<file path="config.mk">
export PLATFORM = sky130hd
export DESIGN_NAME = sdlc_rx_frame_ctrl
export DESIGN_NICKNAME = d
export VERILOG_FILES = /design/src/rtl/sdlc_rxc_pkg.sv /design/src/rtl/sdlc_rxc_len_track.sv /design/src/rtl/sdlc_rxc_crc_judge.sv /design/src/rtl/sdlc_rxc_wr_port.sv /design/src/rtl/sdlc_rx_frame_ctrl.sv
export SDC_FILE = /design/constraint.sdc
export NUM_CORES = 1
export LEC_CHECK = 0
export ABC_AREA = 1
export BUFFER_PORTS_ARGS = -buffer_cell sky130_fd_sc_hd__buf_2
export CORE_UTILIZATION = 50
export DETAILED_ROUTE_END_ITERATION = 7
export PLACE_DENSITY = 0.81
export SETUP_SLACK_MARGIN = 0.1
export SLEW_MARGIN = 0
export SYNTH_ARGS = -nofsm -noshare
export SYNTH_HDL_FRONTEND = slang
export SYNTH_HIERARCHICAL = 1
export SYNTH_SLANG_ARGS = --single-unit
</file>
<file path="constraint.sdc">
create_clock -name clk -period 4.2 [get_ports clk]
set_clock_uncertainty 0.2 [all_clocks]
set_input_delay 0 -clock clk [delete_from_list [all_inputs] [get_ports clk]]
set_output_delay 0 -clock clk [all_outputs]
set_load 0.02 [all_outputs]
</file>
<file path="src/rtl/sdlc_rxc_pkg.sv">
package sdlc_rxc_pkg;

    localparam int SDLC_AW    = 9;
    localparam int SDLC_DW    = 8;
    localparam int SDLC_CRC_W = 16;

    typedef enum logic [2:0] {
        RS_IDLE,
        RS_COLLECT,
        RS_BYTE,
        RS_CRC,
        RS_LEN
    } rx_state_e;

    typedef struct packed {
        logic stop_pend;
        logic start_pend;
    } rx_flags_t;

    function automatic logic [SDLC_DW-1:0] verdict_code(input logic ok);
        return ok ? {SDLC_DW{1'b1}} : {SDLC_DW{1'b0}};
    endfunction

endpackage

</file>
<file path="src/rtl/sdlc_rxc_len_track.sv">
module sdlc_rxc_len_track #(
    parameter int LIMIT = 254,
    parameter int CW    = $clog2(LIMIT + 1)
) (
    input  logic          clk,
    input  logic          rst,
    input  logic          clr,
    input  logic          accept,
    output logic [CW-1:0] cnt,
    output logic          ovf,
    output logic          room
);
    assign room = (cnt < CW'(LIMIT));

    always_ff @(posedge clk) begin
        if (rst || clr) begin
            cnt <= '0;
            ovf <= 1'b0;
        end else if (accept) begin
            if (room) cnt <= cnt + 1'b1;
            else      ovf <= 1'b1;
        end
    end
endmodule

</file>
<file path="src/rtl/sdlc_rxc_crc_judge.sv">
module sdlc_rxc_crc_judge #(
    parameter int                CRC_W   = 16,
    parameter logic [CRC_W-1:0]  RESIDUE = '0
) (
    input  logic             clk,
    input  logic             rst,
    input  logic             capture,
    input  logic             crc_valid,
    input  logic [CRC_W-1:0] crc_value,
    output logic             ok_now,
    output logic             ok_held
);
    assign ok_now = crc_valid && (crc_value == RESIDUE);

    always_ff @(posedge clk) begin
        if (rst)          ok_held <= 1'b0;
        else if (capture) ok_held <= ok_now;
    end
endmodule

</file>
<file path="src/rtl/sdlc_rxc_wr_port.sv">
module sdlc_rxc_wr_port #(
    parameter int AW = 9,
    parameter int DW = 8
) (
    input  logic          clk,
    input  logic          rst,
    input  logic          abort,
    input  logic          issue,
    input  logic [AW-1:0] issue_addr,
    input  logic [DW-1:0] issue_data,
    input  logic          mem_ack,
    output logic          mem_req,
    output logic [AW-1:0] mem_addr,
    output logic [DW-1:0] mem_wdata,
    output logic          done
);
    assign done = mem_req && mem_ack;

    always_ff @(posedge clk) begin
        if (rst) begin
            mem_req   <= 1'b0;
            mem_addr  <= '0;
            mem_wdata <= '0;
        end else if (abort) begin
            mem_req   <= 1'b0;
        end else if (issue) begin
            mem_req   <= 1'b1;
            mem_addr  <= issue_addr;
            mem_wdata <= issue_data;
        end else if (done) begin
            mem_req   <= 1'b0;
        end
    end
endmodule

</file>
<file path="src/rtl/sdlc_rx_frame_ctrl.sv">
module sdlc_rx_frame_ctrl
    import sdlc_rxc_pkg::*;
#(
    parameter int                    AW          = SDLC_AW,
    parameter int                    DW          = SDLC_DW,
    parameter int                    CRC_W       = SDLC_CRC_W,
    parameter logic [AW-1:0]         RX_BASE     = 9'h100,
    parameter int                    BUF_BYTES   = 254,
    parameter logic [CRC_W-1:0]      CRC_RESIDUE = '0,
    parameter logic [DW-1:0]         ERR_LEN     = 8'hFF
) (
    input  logic             clk,
    input  logic             rst,
    input  logic             bclk_ok,
    input  logic             frm_start,
    input  logic             frm_stop,
    input  logic             frm_valid,
    input  logic [DW-1:0]    frm_data,
    input  logic             crc_valid,
    input  logic [CRC_W-1:0] crc_value,
    output logic             mem_req,
    output logic [AW-1:0]    mem_addr,
    output logic [DW-1:0]    mem_wdata,
    input  logic             mem_ack,
    output logic             rx_irq
);
    localparam int            CNT_W    = $clog2(BUF_BYTES + 1);
    localparam logic [AW-1:0] CRC_ADDR = RX_BASE + AW'(BUF_BYTES);
    localparam logic [AW-1:0] LEN_ADDR = RX_BASE + AW'(BUF_BYTES + 1);

    rx_state_e       st_q, st_n;
    rx_flags_t       flg_q, flg_n;
    logic            irq_q, irq_n;

    logic            trk_clr, trk_acc, trk_ovf, trk_room;
    logic [CNT_W-1:0] trk_cnt;
    logic            capt, ok_now, ok_held;
    logic            issue, wr_done;
    logic [AW-1:0]   iss_addr;
    logic [DW-1:0]   iss_data;
    logic [DW-1:0]   len_code;
    logic [DW-1:0]   verdict_now, verdict_held;

    sdlc_rxc_len_track #(.LIMIT(BUF_BYTES), .CW(CNT_W)) u_len (
        .clk(clk), .rst(rst), .clr(trk_clr), .accept(trk_acc),
        .cnt(trk_cnt), .ovf(trk_ovf), .room(trk_room)
    );

    sdlc_rxc_crc_judge #(.CRC_W(CRC_W), .RESIDUE(CRC_RESIDUE)) u_judge (
        .clk(clk), .rst(rst), .capture(capt), .crc_valid(crc_valid),
        .crc_value(crc_value), .ok_now(ok_now), .ok_held(ok_held)
    );

    sdlc_rxc_wr_port #(.AW(AW), .DW(DW)) u_port (
        .clk(clk), .rst(rst), .abort(!bclk_ok), .issue(issue),
        .issue_addr(iss_addr), .issue_data(iss_data), .mem_ack(mem_ack),
        .mem_req(mem_req), .mem_addr(mem_addr), .mem_wdata(mem_wdata),
        .done(wr_done)
    );

    assign len_code     = trk_ovf ? ERR_LEN : DW'(trk_cnt);
    assign verdict_now  = ok_now  ? {DW{1'b1}} : {DW{1'b0}};
    assign verdict_held = ok_held ? {DW{1'b1}} : {DW{1'b0}};

    always_comb begin
        st_n     = st_q;
        flg_n    = flg_q;
        irq_n    = 1'b0;
        issue    = 1'b0;
        iss_addr = RX_BASE;
        iss_data = '0;
        trk_clr  = 1'b0;
        trk_acc  = 1'b0;
        capt     = 1'b0;
        unique case (st_q)
            RS_IDLE: begin
                if (frm_start) begin
                    st_n    = RS_COLLECT;
                    trk_clr = 1'b1;
                    flg_n   = '0;
                end
            end
            RS_COLLECT: begin
                if (frm_stop || flg_q.stop_pend) begin
                    // close the frame; a coincident start opens the next one later
                    capt             = frm_stop;
                    issue            = 1'b1;
                    iss_addr         = CRC_ADDR;
                    iss_data         = frm_stop ? verdict_now : verdict_held;
                    flg_n.stop_pend  = 1'b0;
                    flg_n.start_pend = flg_q.start_pend | frm_start;
                    st_n             = RS_CRC;
                end else if (frm_start) begin
                    trk_clr = 1'b1;
                end else if (frm_valid) begin
                    trk_acc = 1'b1;
                    if (trk_room) begin
                        issue    = 1'b1;
                        iss_addr = RX_BASE + AW'(trk_cnt);
                        iss_data = frm_data;
                        st_n     = RS_BYTE;
                    end
                end
            end
            RS_BYTE: begin
                if (frm_stop) begin
                    capt             = 1'b1;
                    flg_n.stop_pend  = 1'b1;
                    flg_n.start_pend = flg_q.start_pend | frm_start;
                end else if (frm_start) begin
                    if (flg_q.stop_pend) flg_n.start_pend = 1'b1;
                    else                 trk_clr = 1'b1;
                end
                if (wr_done) st_n = RS_COLLECT;
            end
            RS_CRC: begin
                flg_n.start_pend = flg_q.start_pend | frm_start;
                if (wr_done) begin
                    issue    = 1'b1;
                    iss_addr = LEN_ADDR;
                    iss_data = len_code;
                    st_n     = RS_LEN;
                end
            end
            RS_LEN: begin
                flg_n.start_pend = flg_q.start_pend | frm_start;
                if (wr_done) begin
                    irq_n = 1'b1;
                    flg_n = '0;
                    if (flg_q.start_pend || frm_start) begin
                        st_n    = RS_COLLECT;
                        trk_clr = 1'b1;
                    end else begin
                        st_n = RS_IDLE;
                    end
                end
            end
            default: st_n = RS_IDLE;
        endcase
        if (!bclk_ok) begin
            st_n  = RS_IDLE;
            flg_n = '0;
            issue = 1'b0;
            irq_n = 1'b0;
            capt  = 1'b0;
        end
    end

    always_ff @(posedge clk) begin
        if (rst) begin
            st_q  <= RS_IDLE;
            flg_q <= '0;
            irq_q <= 1'b0;
        end else begin
            st_q  <= st_n;
            flg_q <= flg_n;
            irq_q <= irq_n;
        end
    end

    assign rx_irq = irq_q;

endmodule

</file>
======== Word level (Yosys, flattened, before mapping) ========
Index checks and enable logic that the tools add are counted.
operators by class
  add/sub/neg operators ................... 2
  order comparisons ....................... 1
  equal/unequal tests ..................... 15
  muxes and demuxes ....................... 60
  bitwise operators ....................... 4
  reductions and logical operators ........ 18
operators with widths
  cell                                                    count
  2-to-1 mux 8 bit                                        10
  2-to-1 mux 9 bit                                        4
  2-to-1 mux 1 bit                                        27
  2-to-1 mux 3 bit                                        8
  one-hot mux 9 bit (2 select lines)                      1
  zero test 16 bit                                        1
  one-hot mux 8 bit (2 select lines)                      1
  inequality test 3 bit (second input constant)           5
  one-hot mux 3 bit (5 select lines)                      1
  AND reduction 5 bit                                     2
  adder 9 x 8 -> 9 bit (first input constant)             1
  adder 8 x 1 -> 8 bit (second input constant)            1
  < comparator 8 bit (second input constant)              1
  one-hot mux 1 bit (4 select lines)                      2
  AND reduction 7 bit                                     1
  equality test 3 x 2 -> 1 bit (second input constant)    2
  2-to-1 mux 2 bit                                        3
  inequality test 2 x 1 -> 1 bit (second input constant)  3
  inequality test 2 bit (second input constant)           3
  AND reduction 2 bit                                     3
  one-hot mux 1 bit (5 select lines)                      1
  nonzero test 5 bit                                      1
  one-hot mux 1 bit (2 select lines)                      2
  nonzero test 4 bit                                      1
  10 further kinds                                        15
word-level totals
  flip-flop bits (word level) ............. 34
  input port bits ......................... 32
  output and inout port bits .............. 19
  logic and storage cells ................. 110

======== Longest topological paths before layout ========
Gate-level depths: netlist (run 1).
  depth in word-level cells ............... 8
  depth in mapped cells ................... 13
  depth with buffers taken out ............ 13

======== Modules after synthesis ========
The synthesis (run 1) kept the hierarchy.
modules (own cells, without submodules)
  module              instances  cells an instance  area an instance (um^2)  seq. area each (um^2)
  sdlc_rxc_wr_port    1          118                783.3                    360.3
  sdlc_rx_frame_ctrl  1          128                710.7                    120.1
  sdlc_rxc_len_track  1          66                 478.0                    180.2
  sdlc_rxc_crc_judge  1          18                 100.1                    20.0

======== Worst setup path before layout (run 1) ========
No wires, ideal clock.
  kind .................................... flip-flop to flip-flop
  start ................................... reg u_len.cnt[3]
  end ..................................... reg u_port.mem_addr[0]
  data arrival time ....................... 1,671 ps
  data required time ...................... 3,887 ps
  slack ................................... 2,216 ps
  stages on the path, launching flop included .. 14
  path buffers ............................ 2
  clock period less this slack ............ 1,984 ps
  path through ............................ dfxtp_1 > nand2_2 > nor2_4 > nand2_4 > nand3_1 > inv_1 > o21ai_2 > a21oi_2 > buf_6 > inv_2 > nor2_4 > buf_6 > nor2_1 > nor2_1
on the way
  longest elaborated chain between the ends .. 8
RTL lines
  what                                line                       source
  from (decl)                         sdlc_rxc_len_track.sv:9    output logic [CW-1:0] cnt,
  from (signal assigned)              sdlc_rxc_len_track.sv:20   if (room) cnt <= cnt + 1'b1;
  < comparator 8 bit                  sdlc_rxc_len_track.sv:13   assign room = (cnt < CW'(LIMIT));
  via trk_room                        sdlc_rx_frame_ctrl.sv:35   logic trk_clr, trk_acc, trk_ovf, trk_room;
  2-to-1 mux 1 bit                    sdlc_rx_frame_ctrl.sv:97   if (trk_room) begin
  2-to-1 mux 1 bit                    sdlc_rx_frame_ctrl.sv:95   end else if (frm_valid) begin
  2-to-1 mux 1 bit                    sdlc_rx_frame_ctrl.sv:93   end else if (frm_start) begin
  2-to-1 mux 1 bit                    sdlc_rx_frame_ctrl.sv:84   if (frm_stop || flg_q.stop_pend) begin
  one-hot mux 1 bit (2 select lines)  sdlc_rx_frame_ctrl.sv:75   unique case (st_q)
  2-to-1 mux 1 bit                    sdlc_rx_frame_ctrl.sv:140  if (!bclk_ok) begin
  via issue                           sdlc_rx_frame_ctrl.sv:38   logic issue, wr_done;
  AND reduction 2 bit (no line)       n/a
  to (signal assigned)                sdlc_rxc_wr_port.sv:28     mem_addr <= issue_addr;
  to (decl)                           sdlc_rxc_wr_port.sv:13     output logic [AW-1:0] mem_addr,
The timed path passes the listed nets, and every way through them passes these cells.
A chain may end at the register's enable or synchronous reset.

======== Worst setup path in the final report (run 1) ========
  start ................................... in crc_value[2]
  end ..................................... reg u_judge.ok_held
on the way
  longest elaborated chain between the ends .. 2
RTL lines
  what                  line                      source
  from (decl)           sdlc_rx_frame_ctrl.sv:20  input logic [CRC_W-1:0] crc_value,
  zero test 16 bit      sdlc_rxc_crc_judge.sv:13  assign ok_now = crc_valid && (crc_value == RESIDUE);
  logical AND 1 bit     sdlc_rxc_crc_judge.sv:13
  to (signal assigned)  sdlc_rxc_crc_judge.sv:17  else if (capture) ok_held <= ok_now;
  to (decl)             sdlc_rxc_crc_judge.sv:11  output logic ok_held
No other way between the ends.

==> impl_metrics.xml, run 1 <==
<?xml version="1.0" encoding="UTF-8"?>
<metrics>
  <group name="cts">
    <metric name="clk_pin_slew_worst_paths" unit="ns">0.07</metric>
    <metric name="cts_buffers" unit="">5</metric>
    <metric name="clock-sinks" unit="">34</metric>
    <metric name="clock_latency_on_the_worst_skew_pair" unit="ns">0.29</metric>
    <metric name="max-clock-path-buffers" unit="">2</metric>
    <metric name="post_cts_buffers" unit="">0</metric>
    <metric name="cts_root_cell" unit="">sky130_fd_sc_hd__clkbuf_8</metric>
    <metric name="ctsHtreeMaxLevel" unit="">2</metric>
    <metric name="cts_tree" unit="">done</metric>
  </group>
  <group name="final_layout">
    <metric name="final_core_utilization" unit="%">63.50</metric>
    <metric name="layout.nets" unit="">419</metric>
    <metric name="post_layout_nonfiller_instances" unit="">437</metric>
    <metric name="area_growth_syn_to_layout" unit="%">22.58</metric>
    <metric name="layout_cell_share_with_drive_strength_beyond_1" unit="%">21.19</metric>
    <metric name="insertedDiodeCount" unit="">0</metric>
  </group>
  <group name="power">
    <metric name="pwr_density_cell" unit="nW/um^2">316.7</metric>
    <metric name="vdd.ir_drop.worst" unit="mV">0.1880</metric>
    <metric name="power.static_leakage" unit="nW">1.153</metric>
  </group>
  <group name="routing">
    <metric name="num_vias" unit="">2202</metric>
    <metric name="vias_per_cell" unit="">5.039</metric>
    <metric name="first_pass_iters" unit="">4</metric>
    <metric name="route.final.wire_length" unit="um">4669</metric>
    <metric name="avgRoutedWirePerCell" unit="um">10.68</metric>
    <metric name="drcViolationCount" unit="">0</metric>
    <metric name="drt-initial-drc-count" unit="">132</metric>
    <metric name="post_route_ant_nets" unit="">0</metric>
  </group>
  <group name="worst_setup_path">
    <metric name="regToRegSetupSlack" unit="ns">1.52</metric>
    <metric name="worst-path-max-fanout" unit="">2</metric>
    <metric name="data_required_time_at_the_worst_endpoint" unit="ns">4.24</metric>
    <metric name="type_of_the_worst_setup_path" unit="">in2reg</metric>
    <metric name="path_cells" unit="">dlygate4sd3_1 -&gt; buf_2 -&gt; nor3b_1 -&gt; dlygate4sd3_1 -&gt; nand3_1 -&gt; dlygate4sd3_1 -&gt; a21oi_2 -&gt; dlygate4sd3_1</metric>
    <metric name="endpoint_kind" unit="">flop</metric>
    <metric name="slowest_delay" unit="ns">0.58</metric>
    <metric name="cpMostUsedCell" unit="">sky130_fd_sc_hd__dlygate4sd3_1</metric>
    <metric name="worst_path_max_delay_cell" unit="">sky130_fd_sc_hd__dlygate4sd3_1</metric>
    <metric name="cp-start-kind" unit="">primary input</metric>
    <metric name="worst_ep_arrival_time" unit="ns">2.73</metric>
  </group>
  <group name="floorplan">
    <metric name="core.rowCount" unit="">23</metric>
    <metric name="initial_util" unit="%">51.80</metric>
    <metric name="die_w" unit="um">66.38</metric>
    <metric name="placeableCoreArea" unit="um^2">4000</metric>
    <metric name="design.die.area" unit="um^2">4406</metric>
    <metric name="ios" unit="">51</metric>
    <metric name="die_y" unit="um">66.38</metric>
  </group>
  <group name="sta">
    <metric name="worst_slew_margin_rel" unit="%">53.15</metric>
    <metric name="fin_setup_tns" unit="ns">0</metric>
    <metric name="min_period" unit="ns">2.694</metric>
    <metric name="setup_viol" unit="">0</metric>
    <metric name="slew_violations" unit="">0</metric>
    <metric name="layout_setup_ws" unit="ns">1.506</metric>
    <metric name="report.final.hold_viol_count" unit="">0</metric>
    <metric name="tcrit_tclk_final" unit="%">64.13</metric>
    <metric name="max_freq" unit="MHz">371.3</metric>
    <metric name="hold_slack" unit="ns">0.02327</metric>
    <metric name="rsz0062_at_grt" unit="">no</metric>
    <metric name="tightestPinTransition" unit="ns">0.7027</metric>
  </group>
  <group name="placement">
    <metric name="place.detailed.instances" unit="">420</metric>
    <metric name="pre_cts_slack" unit="ns">1.548</metric>
    <metric name="port_buffers" unit="">50</metric>
    <metric name="placer_congestion" unit="">0.9573</metric>
    <metric name="detailedPlacementHpwl" unit="um">3312</metric>
  </group>
  <group name="global_route">
    <metric name="first_global_vias" unit="">1793</metric>
    <metric name="grt_first_pass_wirelength" unit="um">7693</metric>
    <metric name="number_of_antenna_violations_at_the_first_check_in_global_routing" unit="">0</metric>
    <metric name="globalRouteTotalUtil" unit="%">22.72</metric>
    <metric name="grt_max_degree" unit="">19</metric>
    <metric name="grt_overflow_total" unit="">0</metric>
  </group>
  <group name="logic_synthesis">
    <metric name="yosys_register_bits" unit="">34</metric>
    <metric name="sequential_to_total_area_share_from_yosys_stat" unit="%">32.85</metric>
    <metric name="synth_area_per_cell" unit="um^2">6.279</metric>
    <metric name="synth-edff-count" unit="">0</metric>
    <metric name="synth_top_area_cell" unit="">sky130_fd_sc_hd__dfxtp_1</metric>
    <metric name="synth_top_cell_area_share" unit="%">32.85</metric>
    <metric name="netlist-cell-type-count" unit="">36</metric>
    <metric name="post_synth_instance_area" unit="um^2">2072</metric>
    <metric name="synth.net_count" unit="">363</metric>
    <metric name="synth_ff_type" unit="">sky130_fd_sc_hd__dfxtp_1</metric>
    <metric name="main_area_contributors_after_synthesis" unit="">sky130_fd_sc_hd__dfxtp_1 (33%), sky130_fd_sc_hd__nor2_1 (14%), sky130_fd_sc_hd__nand2_1 (10%)</metric>
    <metric name="yosys_warnings" unit="">6</metric>
    <metric name="synth_async_sr_flop_share" unit="%">0</metric>
    <metric name="synth_cells" unit="">330</metric>
  </group>
  <group name="run">
    <metric name="maxCapViolCount" unit="">0</metric>
  </group>
  <group name="worst_hold_path">
    <metric name="worst_hold_path_type" unit="">in2reg</metric>
  </group>
  <group name="run_status">
    <metric name="status" unit="">complete, no violations</metric>
  </group>
</metrics>
==> registers in the layout, indices dropped and copies added (netlist names) <==
signal            cells
u_judge/ok_held       1
st_q                  3
rx_irq                1
u_len/ovf             1
u_port/mem_addr       9
u_port/mem_req        1
u_len/cnt             8
flg_q                 2
u_port/mem_wdata      8
==> path summary, 6_finish.rpt <==
kind / from / end / depth (start not counted)
worst max-delay path: crc_value[2] / u_judge/ok_held$_SDFFE_PP0P_ / 8
worst min-delay path: frm_data[3] / u_port/mem_wdata[3]$_SDFFE_PP0P_ / 7
worst max register to register: u_len/cnt[3]$_SDFFE_PP0P_ / u_port/mem_wdata[1]$_SDFFE_PP0P_ / 11
worst min register to register: u_port/mem_addr[1]$_SDFFE_PP0P_ / u_port/mem_addr[1]$_SDFFE_PP0P_ / 2
==> synth_stat cells, types with 2 or more instances <==
cell type,count
sky130_fd_sc_hd__buf_2,4
sky130_fd_sc_hd__nand4_1,3
sky130_fd_sc_hd__o21bai_1,2
sky130_fd_sc_hd__nor2_4,3
sky130_fd_sc_hd__o22ai_1,8
sky130_fd_sc_hd__a21oi_2,2
sky130_fd_sc_hd__o21ai_0,11
sky130_fd_sc_hd__dfxtp_1,34
sky130_fd_sc_hd__inv_1,39
sky130_fd_sc_hd__a21oi_1,16
sky130_fd_sc_hd__buf_6,4
sky130_fd_sc_hd__xnor2_1,2
sky130_fd_sc_hd__nand2_2,7
sky130_fd_sc_hd__nand2_4,2
sky130_fd_sc_hd__nand3_1,37
sky130_fd_sc_hd__nand2_1,56
sky130_fd_sc_hd__nor2_2,2
sky130_fd_sc_hd__nor2_1,76
sky130_fd_sc_hd__inv_2,5
==> cell usage in the layout (no fill, tap or decap), types with 2 or more instances in the layout <==
| cell | n |
|---|---|
| sky130_fd_sc_hd__dlygate4sd3_1 | 9 |
| sky130_fd_sc_hd__a21oi_2 | 2 |
| sky130_fd_sc_hd__nor2_1 | 76 |
| sky130_fd_sc_hd__nand2_4 | 2 |
| sky130_fd_sc_hd__inv_1 | 39 |
| sky130_fd_sc_hd__dfxtp_1 | 34 |
| sky130_fd_sc_hd__a21oi_1 | 16 |
| sky130_fd_sc_hd__nand3_1 | 37 |
| sky130_fd_sc_hd__nand2_2 | 7 |
| sky130_fd_sc_hd__nor2_4 | 3 |
| sky130_fd_sc_hd__nor2_2 | 2 |
| sky130_fd_sc_hd__o22ai_1 | 8 |
| sky130_fd_sc_hd__buf_2 | 50 |
| sky130_fd_sc_hd__xnor2_1 | 2 |
| sky130_fd_sc_hd__nand4_1 | 3 |
| sky130_fd_sc_hd__inv_2 | 5 |
| sky130_fd_sc_hd__o21bai_1 | 2 |
| sky130_fd_sc_hd__clkbuf_8 | 5 |
| sky130_fd_sc_hd__o21ai_0 | 11 |
| sky130_fd_sc_hd__nand2_1 | 56 |
| sky130_fd_sc_hd__bufinv_16 | 2 |
==> where the power goes <==
| group | internal [mW] | switching, mW | total, mW |
|---|---|---|---|
| sequential | 0.328 | 0.00397 | 0.332 |
| clock | 0.238 | 0.131 | 0.368 |
| combinational | 0.0413 | 0.0624 | 0.104 |
==> stage by stage <==
stage	instance area [um^2]	power, mW
CTS	2540	0.8124
floorplan	2072	0.4084
global placement	2312	0.4352
global route	2540	0.8416
finish	2540	0.8043
detailed placement	2312	0.4363
==> kinds of logic (layout without fill, tap and decap cells) <==
logic type      count (synthesis)  count (layout)  synth area share (%)
compound gates                 43              43                 11.90
other cells                     1               1                0.1810
fa+ha+maj                       1               1                0.6038
xor+xnor                        3               3                 1.268
buf+inv                        56             113                 11.96
flops                          34              34                 32.85
simple gates                  192             192                 41.24
==> worst max-delay path: cells and delay by family <==
family	cells	cell delay, ns
buffers and inverters	5	2.36
AND/OR/NAND/NOR	2	0.24
AO/OA/AOI/OAI	1	0.13
==> final cells by class <==
| class | count | area [um^2] |
|---|---|---|
| well taps | 50 | 62.56 |
| fillers | 355 | 1460 |
| repair buffers | 59 | 340.3 |
| clock inverters | 3 | 68.82 |
| inverters | 46 | 175.2 |
| flip-flops and latches | 34 | 680.7 |
| multi-input cells | 240 | 1144 |
| clock buffers | 5 | 68.82 |
==> layer usage <==
metal	global-route usage (%)	vias up	part of all wire, %
met5	0	-	0
met4	9.574	0	1.8
met3	4.655	9	6.1
met2	37.88	76	46
met1	28.10	960	46
li1	-	1157	-
==> what timing repair did <==
item / in CTS / in global routing
gates resized for setup: 0 / 0
hold buffers: 9 / 0
hold endpoints to repair: 12 / 0
No activity file was read; power rests on OpenSTA's default activity.
==> run 2, diff against run 1 <==
- clock period: 4.2 -> 2.7 ns (I/O delays scaled with it)
==> impl_metrics.xml, run 2 (synthesis results as in run 1) <==
<?xml version="1.0" encoding="UTF-8"?>
<metrics>
  <group name="worst_hold_path">
    <metric name="worst_hold_path_type" unit="">in2reg</metric>
  </group>
  <group name="worst_setup_path">
    <metric name="type_of_the_worst_setup_path" unit="">reg2reg</metric>
    <metric name="worst_ep_arrival_time" unit="ns">2.31</metric>
    <metric name="data_required_time_at_the_worst_endpoint" unit="ns">2.72</metric>
    <metric name="endpoint_kind" unit="">flop</metric>
    <metric name="worst-path-max-fanout" unit="">17</metric>
    <metric name="cp-start-kind" unit="">flop</metric>
  </group>
  <group name="power">
    <metric name="netSwitchingFraction" unit="%">25.64</metric>
    <metric name="net_switching" unit="mW">0.2872</metric>
    <metric name="pwr_density_cell" unit="nW/um^2">446.2</metric>
    <metric name="clock_power_share" unit="%">39.4</metric>
    <metric name="combinationalPowerShare" unit="%">14.4</metric>
    <metric name="power.static_leakage" unit="nW">1.141</metric>
    <metric name="vdd.ir_drop.worst" unit="mV">0.1836</metric>
    <metric name="internal-power" unit="mW">0.8327</metric>
    <metric name="seq_power_share" unit="%">46.2</metric>
  </group>
  <group name="routing">
    <metric name="route.final.wire_length" unit="um">4821</metric>
    <metric name="first_pass_iters" unit="">6</metric>
    <metric name="drcViolationCount" unit="">0</metric>
    <metric name="vias_per_cell" unit="">5.130</metric>
    <metric name="drt-initial-drc-count" unit="">167</metric>
    <metric name="avgRoutedWirePerCell" unit="um">11.03</metric>
    <metric name="post_route_ant_nets" unit="">0</metric>
    <metric name="num_vias" unit="">2242</metric>
  </group>
  <group name="global_route">
    <metric name="first_global_vias" unit="">1891</metric>
    <metric name="groute.layer.met3.usage" unit="%">5.172</metric>
    <metric name="number_of_antenna_violations_at_the_first_check_in_global_routing" unit="">0</metric>
    <metric name="busiest_layer_in_global_routing" unit="">met2</metric>
    <metric name="grt_max_degree" unit="">19</metric>
    <metric name="grt_overflow_total" unit="">0</metric>
    <metric name="grt_first_pass_wirelength" unit="um">7900</metric>
    <metric name="globalRouteTotalUtil" unit="%">23.32</metric>
    <metric name="grtUsageMet1" unit="%">27.66</metric>
    <metric name="groute.layer.met2.usage" unit="%">40.05</metric>
  </group>
  <group name="cts">
    <metric name="clock_latency_on_the_worst_skew_pair" unit="ns">0.29</metric>
    <metric name="ctsHtreeMaxLevel" unit="">2</metric>
    <metric name="cts_hold_buffers" unit="">8</metric>
    <metric name="clock-sinks" unit="">34</metric>
    <metric name="cts_tree" unit="">done</metric>
    <metric name="cts_root_cell" unit="">sky130_fd_sc_hd__clkbuf_8</metric>
    <metric name="clk_pin_slew_worst_paths" unit="ns">0.07</metric>
    <metric name="cts-resized-gates" unit="">0</metric>
    <metric name="post_cts_buffers" unit="">0</metric>
    <metric name="max-clock-path-buffers" unit="">2</metric>
    <metric name="cts_buffers" unit="">5</metric>
  </group>
  <group name="final_layout">
    <metric name="layout.nets" unit="">419</metric>
    <metric name="layout_cell_share_with_drive_strength_beyond_1" unit="%">21.45</metric>
    <metric name="final_common_cell" unit="">sky130_fd_sc_hd__nor2_1</metric>
    <metric name="insertedDiodeCount" unit="">0</metric>
    <metric name="combined_area_of_the_multi_input_logic_cells" unit="um^2">1144</metric>
    <metric name="final.fill_count" unit="">375</metric>
    <metric name="reg_top3" unit="">u_port/mem_addr: 9 flops, u_len/cnt: 8 flops, u_port/mem_wdata: 8 flops</metric>
    <metric name="most-common-layout-cells" unit="">sky130_fd_sc_hd__nor2_1 (76), sky130_fd_sc_hd__nand2_1 (56), sky130_fd_sc_hd__buf_2 (50)</metric>
    <metric name="area_growth_syn_to_layout" unit="%">21.14</metric>
    <metric name="largest_register_ffs" unit="">9</metric>
    <metric name="seqCellArea" unit="um^2">680.7</metric>
    <metric name="max_flop_register" unit="">u_port/mem_addr</metric>
  </group>
  <group name="floorplan">
    <metric name="ios" unit="">51</metric>
    <metric name="core.rowCount" unit="">23</metric>
    <metric name="initial_util" unit="%">51.80</metric>
    <metric name="die_w" unit="um">66.38</metric>
    <metric name="die_y" unit="um">66.38</metric>
    <metric name="placeableCoreArea" unit="um^2">4000</metric>
    <metric name="design.die.area" unit="um^2">4406</metric>
  </group>
  <group name="sta">
    <metric name="report.final.hold_viol_count" unit="">0</metric>
    <metric name="tcrit_tclk_final" unit="%">84.69</metric>
    <metric name="max_freq" unit="MHz">437.3</metric>
    <metric name="rsz0062_at_grt" unit="">no</metric>
    <metric name="fin_setup_tns" unit="ns">0</metric>
    <metric name="hold_slack" unit="ns">0.01269</metric>
    <metric name="slew_violations" unit="">0</metric>
    <metric name="setup_viol" unit="">0</metric>
    <metric name="min_period" unit="ns">2.287</metric>
  </group>
  <group name="run_status">
    <metric name="status" unit="">complete, no violations</metric>
  </group>
  <group name="run">
    <metric name="maxCapViolCount" unit="">0</metric>
  </group>
  <group name="placement">
    <metric name="placer_congestion" unit="">0.9171</metric>
    <metric name="port_buffers" unit="">50</metric>
    <metric name="detailedPlacementHpwl" unit="um">3476</metric>
  </group>
</metrics>
[run 2: cell types whose count changed in the layout (fill, tap and decap cells not counted)]
cell	previous run	this run
sky130_fd_sc_hd__buf_4	0	1
sky130_fd_sc_hd__bufinv_16	2	0
sky130_fd_sc_hd__clkbuf_8	5	8
sky130_fd_sc_hd__clkinv_4	1	0
sky130_fd_sc_hd__dlygate4sd3_1	9	8
[run 2: layout make-up]
class	count	area share, %
sequential	34	27.12
tap	50	2.493
clock buffer	8	4.387
timing repair buffer	59	13.46
multi-input combinational	240	45.56
inverter	46	6.979
[run 2: worst max-delay path, cell delays in order (launching register included)]
cell and delay [ns]:
sky130_fd_sc_hd__dfxtp_1 0.49, sky130_fd_sc_hd__nand2_2 0.14, sky130_fd_sc_hd__nor2_4 0.16, sky130_fd_sc_hd__nand2_4 0.08, sky130_fd_sc_hd__nand3_1 0.11, sky130_fd_sc_hd__inv_1 0.16
sky130_fd_sc_hd__o21ai_2 0.31, sky130_fd_sc_hd__a21oi_2 0.11, sky130_fd_sc_hd__buf_4 0.20, sky130_fd_sc_hd__nand3_1 0.10, sky130_fd_sc_hd__nand2_1 0.06, sky130_fd_sc_hd__nor2_1 0.10
[run 2: metal layers]
layer / vias up / part of all wire [%]
met3: 6 / 6.6
met4: 0 / 1.2
met1: 1004 / 44
met5: - / 0
met2: 78 / 48
li1: 1154 / -
[run 2: stage by stage]
| stage | worst slack, ns | util [%] | cells | instance area, um^2 | power, mW |
|---|---|---|---|---|---|
| 2_1_floorplan | 0.7161 | - | 330 | 2072 | 0.6353 |
| 6_report | 0.4134 | 62.75 | 437 | 2510 | 1.120 |
| 5_1_grt | 0.1597 | 62.75 | 437 | 2510 | 1.175 |
| 3_3_place_gp | 0.5475 | 57.99 | 421 | 2320 | 0.6782 |
| 4_1_cts | 0.4167 | 62.75 | 437 | 2510 | 1.129 |
| 3_5_place_dp | 0.4501 | 57.99 | 421 | 2320 | 0.6806 |
[run 2: path summary, 6_finish.rpt]
check,from,to,slack (ns),cells past startpoint
min,frm_data[1],u_port/mem_wdata[1]$_SDFFE_PP0P_,0.01,7
max,u_len/cnt[3]$_SDFFE_PP0P_,u_port/mem_addr[7]$_SDFFE_PP0P_,0.41,11
min reg2reg,u_port/mem_addr[6]$_SDFFE_PP0P_,u_port/mem_addr[6]$_SDFFE_PP0P_,0.28,2
max reg2reg,u_len/cnt[3]$_SDFFE_PP0P_,u_port/mem_addr[7]$_SDFFE_PP0P_,0.41,11
[run 2: power by group through the flow]
| stage | combinational, mW | clock [mW] | sequential (mW) |
|---|---|---|---|
| after floorplan | 0.100 | 0 | 0.535 |
| after global placement | 0.150 | 0 | 0.528 |
| after detailed placement | 0.152 | 0 | 0.529 |
| after CTS | 0.160 | 0.452 | 0.517 |
| after global routing | 0.182 | 0.474 | 0.518 |
| final | 0.161 | 0.441 | 0.517 |
